$ cat src/rtl/sys_reset_port.sv
module sys_reset_port #(
  parameter int          ADDR_W    = 16,
  parameter logic [15:0] PORT_ADDR = 16'h0CF9,
  parameter int          DATA_W    = 8,
  parameter int          CMD_BIT   = 2,
  parameter int          TYPE_BIT  = 1
) (
  input  logic              clk,
  input  logic              rst_n,
  input  logic [ADDR_W-1:0] io_addr_i,
  input  logic              wr_en_i,
  input  logic              rd_en_i,
  input  logic [DATA_W-1:0] wr_data_i,
  output logic [DATA_W-1:0] rd_data_o,
  output logic              req_o
);

  logic              hit;
  logic              wr_hit;
  logic              fire;
  logic [DATA_W-1:0] ctrl_q;

  assign hit    = (io_addr_i == ADDR_W'(PORT_ADDR));
  assign wr_hit = wr_en_i && hit;
  assign fire   = wr_hit && wr_data_i[CMD_BIT];

  always_ff @(posedge clk or negedge rst_n) begin
    if (!rst_n) begin
      ctrl_q <= '0;
      req_o  <= 1'b0;
    end else begin
      req_o <= fire;
      if (wr_hit && !wr_data_i[CMD_BIT]) begin
        ctrl_q           <= '0;
        ctrl_q[TYPE_BIT] <= wr_data_i[TYPE_BIT];
      end
    end
  end

  assign rd_data_o = (rd_en_i && hit) ? ctrl_q : '0;

  assert_pulse_after_cmd_R2: assert property (@(posedge clk) disable iff (!rst_n)
    (wr_en_i && io_addr_i == ADDR_W'(PORT_ADDR) && wr_data_i[CMD_BIT]) |=> req_o);

  assert_no_req_without_cmd_R2: assert property (@(posedge clk) disable iff (!rst_n)
    !(wr_en_i && io_addr_i == ADDR_W'(PORT_ADDR) && wr_data_i[CMD_BIT]) |=> !req_o);

  assert_cmd_keeps_value_R3: assert property (@(posedge clk) disable iff (!rst_n)
    (wr_en_i && wr_data_i[CMD_BIT]) |=> $stable(ctrl_q));

  assert_off_port_ignored_R1: assert property (@(posedge clk) disable iff (!rst_n)
    (io_addr_i != ADDR_W'(PORT_ADDR)) |=> ($stable(ctrl_q) && !req_o));

  assert_only_type_bit_R4: assert property (@(posedge clk) disable iff (!rst_n)
    $countones(ctrl_q) <= 1 && (ctrl_q[TYPE_BIT] || ctrl_q == '0));

  assert_idle_read_zero_R6: assert property (@(posedge clk) disable iff (!rst_n)
    !rd_en_i |-> rd_data_o == '0);

endmodule

$ cat config.mk
export PLATFORM = sky130hd
export DESIGN_NAME = sys_reset_port
export DESIGN_NICKNAME = d
export VERILOG_FILES = /design/src/rtl/sys_reset_port.sv
export SDC_FILE = /design/constraint.sdc
export NUM_CORES = 1
export LEC_CHECK = 0
export BUFFER_PORTS_ARGS = -buffer_cell sky130_fd_sc_hd__clkbuf_2
export CAP_MARGIN = 20
export CORE_AREA = 2 2 39 41
export CTS_BUF_LIST = sky130_fd_sc_hd__clkbuf_2
export CTS_CLUSTER_SIZE = 25
export DETAILED_ROUTE_END_ITERATION = 6
export DIE_AREA = 0 0 41 43
export PLACE_DENSITY_LB_ADDON = 0.15
export SLEW_MARGIN = 20
export SYNTH_ARGS = -nofsm -noshare
export SYNTH_HDL_FRONTEND = slang
export SYNTH_SLANG_ARGS = --single-unit
$ cat constraint.sdc
create_clock -name clk -period 2.1 [get_ports clk]
set_input_delay 0.315 -clock clk [delete_from_list [all_inputs] [get_ports clk]]
set_output_delay 0.315 -clock clk [all_outputs]
set_load 0.01 [all_outputs]
### Yosys cells after proc, flatten, opt, wreduce, memory -nomap -nowiden

Index checks and enable logic that the tools add are counted.
Widths: inputs -> output; s select.

* muxes and demuxes: 1
* eq/ne operators: 1
* reductions and logical operators: 5

Operators by type and width (number)
* $eq 16x12->1 const B: 1
* $logic_and 1x1->1: 4
* $mux 2: 1
* $logic_not 1->1: 1

* output and inout bits: 9
* flip-flop bits (word level): 2
* word-level logic and storage cells: 9

### Logic depth before layout (Yosys ltp)

* depth in word-level cells: 3
* gate-level depth with buffers: 4
* depth with buffers taken out: 4

### Least setup slack after synthesis

Ideal clock, no wire load.

* kind: input -> output
* start: in io_addr_i[12]
* end: out rd_data_o[1]
* cell stages on the path: 4
* data required time: 1785 ps
* buffers on the path: 0
* path slack: 785 ps
* arrival time: 1000 ps
* cell sequence: nor4_4 -> nand2_1 -> nor3_1 -> and3_1

* word-level cells in the longest chain between the ends: 3

RTL lines
* start: declaration: line 10 `input logic [ADDR_W-1:0] io_addr_i,`
* $eq 16x12->1: line 23 `assign hit = (io_addr_i == ADDR_W'(PORT_ADDR));`
* $logic_and 1x1->1: line 40 `assign rd_data_o = (rd_en_i && hit) ? ctrl_q : '0;`
* $mux 2: line 40
* end: declaration: line 14 `output logic [DATA_W-1:0] rd_data_o,`

Every way passes these cells.

### Final worst setup path

Ends and elaborated chain as after synthesis.

==> results.yml <==
critical_path:
  end_kind: "primary output"
  path_class: "primary input to primary output"
  cp-start-kind: "primary input"
  max_stage_delay_ns: 0.29
  reg2reg_slack_ns: 1.33
  crit_chain: "clkbuf_2, nor4_4, nand2_1, nor3_1, and3_1, clkbuf_2"
  critPathMaxFanout: 2
  cp_data_required_time_ns: 1.78
  rr_endpoint: "ctrl_q[1]"
  cp_num_buf_inv: 2
  cp_common_cell: "clkbuf_2"
  cp_top_family: "simple AND/OR/NAND/NOR gates"
  slowest_stage: "nor4_4"
  crit_arrival_ns: 1.34
  ff2ff_path_depth: 1
  r2r_start: "ctrl_q[1]"
timing:
  fin_skew_ns: 0
  fin_tns_setup_ns: 0
  rsz0062_at_grt: "false"
  post-route-min-period_ns: 1.655
  maxSlewViolCount: 0
  fmax_mhz: 604.3
  setup_ws_ns: 0.4452
  finalSetupViolCount: 0
  finalHoldViolations: 0
  fin_crit_sh: 0.7880
route:
  drtAntennaViolNets: 0
  viasPerCell: 3.619
  routedWlPerCell_um: 7.778
  dr.pass1.iters: 1
  drt-total-wl_um: 490
  num_vias: 228
  drc: 0
  drt_iter0_markers: 0
synth:
  ys_seq_elements: 2
  synth_seq_area_share: 0.2210
  synth_top_cell_area_share: 0.2320
  ys_top_cells_by_count: "buf_4 (7), and3_1 (2), dfrtp_1 (2), nand4b_1 (2)"
  synth_ff_type: "dfrtp_1"
  syn_inst: 21
  synth_cell_type_count: 12
  yosys.area.top_type: "buf_4"
  yosysMostFrequentCell: "buf_4"
  ys_warn_count: 0
  ys_async_sr_fraction: 1.000
  synth_area_per_cell_um2: 10.78
  synth-edff-count: 0
  netlist_area_um2: 226.5
  synthTopCellsByArea: "buf_4 (23%), dfrtp_1 (22%), nand4b_4 (10%)"
global_routing:
  antenna_found_initial: 0
  grtUsageTotal: 0.05994
  grt_max_degree: 3
  grt_pass1_vias: 190
  grt_pass1_wl_um: 648
  global_route.overflow_total: 0
power:
  switching_share: 0.2715
  p_leak_nw: 0.2096
  comb_power_share: 0.264
  p_int_uw: 95.66
  ir_worst_vdd_uv: 59.64
  power_switching_uw: 35.65
  clockPowerShare: 0.440
  power_uw: 131.3
  p_per_area_nw_per_um2: 368.2
  pwr-share-seq: 0.296
run_status:
  status: "finished clean"
finish:
  nFillCells: 155
  nNetsFinal: 77
  syn2layout_area_growth_pct: 57.46
  drive_above_1_share: 0.6170
  antennaDiodeCount: 0
clock_network:
  insertion_delay_ns: 0.19
  cts_sinks: 2
  ctsHoldBuffers: 1
  cts_setup_buffers: 0
  cts_resized: 0
  ctsLongestPathBuffers: 2
  cts_buffers: 3
  cts_max_level: 1
  path_clk_slew_ns: 0.03
  cts_tree: "done"
  cts_root_buffer: "clkbuf_2"
place:
  dpl.hpwl_um: 471.6
  place_ws_ns: 0.4252
  io_buffers: 23
  gp_congestion: 0.5760
floorplanning:
  rows: 14
  core-area_um2: 1384
  io_pins: 37
  start_util: 0.1637
  die_h_um: 43
  die_area_um2: 1763
  die_w_um: 41
worst_hold_path:
  min_path_type: "primary input to flip-flop"
  hp-start: "wr_data_i[1]"
  hold_depth: 2
  hold_end: "ctrl_q[1]"
job:
  maxCapViolations: 0
## sequential cells by signal (all words and copies together), names as in the netlist
register,count
ctrl_q,1
req_o,1
## kinds of logic after synthesis
group	Yosys count	share of synthesized area
buffers and inverters	7	0.2320
other	1	0.01656
AND/OR/NAND/NOR	10	0.4806
multiplexers	1	0.04972
flip-flops	2	0.2210
## layout by cell type (no fill, tap or decap)
cell type	netlist	layout
dfrtp_1	2	2
dlygate4sd3_1	0	1
conb_1	1	7
clkbuf_2	0	26
and4bb_1	1	1
mux2_1	1	1
nand2_1	1	1
nor3_1	1	1
nand4b_4	1	1
nor3b_2	1	1
and3_1	2	2
nor4_4	1	1
nand4b_1	2	2
## power by group through the flow
stage | combinational [mW] | sequential [mW] | clock (mW)
after floorplan | 0.0204 | 0.0393 | 0
after global placement | 0.0334 | 0.0392 | 0
after detailed placement | 0.0334 | 0.0392 | 0
after CTS | 0.0350 | 0.0389 | 0.0617
after global routing | 0.0379 | 0.0388 | 0.0722
final | 0.0347 | 0.0389 | 0.0577
## metal layers
metal  vias up  part of all wire  global-route usage  wire (µm)
met2        19              0.47             0.08125        232
met3         0              0.16             0.01571         76
li1        115                 -                   -          -
met1        94              0.37             0.06013        180
met4         0                 0             0.08000          0
met5         -                 0                   0          0
## area by class of cell
cell class                      count  area (µm²)  share of cell area
Clock buffer                        3       15.01             0.04211
Multi-Input combinational cell     18       146.4              0.4105
Sequential cell                     2       50.05              0.1404
Tap cell                           16       20.02             0.05614
Timing Repair Buffer               24       125.1              0.3509
## worst max path at each step
stage,startpoint,end,slack [ns],cells past startpoint
floorplan,io_addr_i[12],rd_data_o[1],0.78,4
global route,io_addr_i[12],rd_data_o[1],0.30,6
global placement,io_addr_i[12],rd_data_o[1],0.46,6
CTS,io_addr_i[12],rd_data_o[1],0.42,6
finish,io_addr_i[12],rd_data_o[1],0.45,6
detailed placement,io_addr_i[12],rd_data_o[1],0.43,6
## metrics by stage
stage	util	std cells	hold WS (ns)	area [µm²]
floorplan	-	27	0.01941	249.0
global route	0.2577	63	0.3330	356.6
detailed placement	0.2396	59	0.1058	331.6
finish	0.2577	63	0.3497	356.6
CTS	0.2577	63	0.3422	356.6
global placement	0.2396	59	0.1059	331.6
No activity file was read; power rests on OpenSTA's default activity.
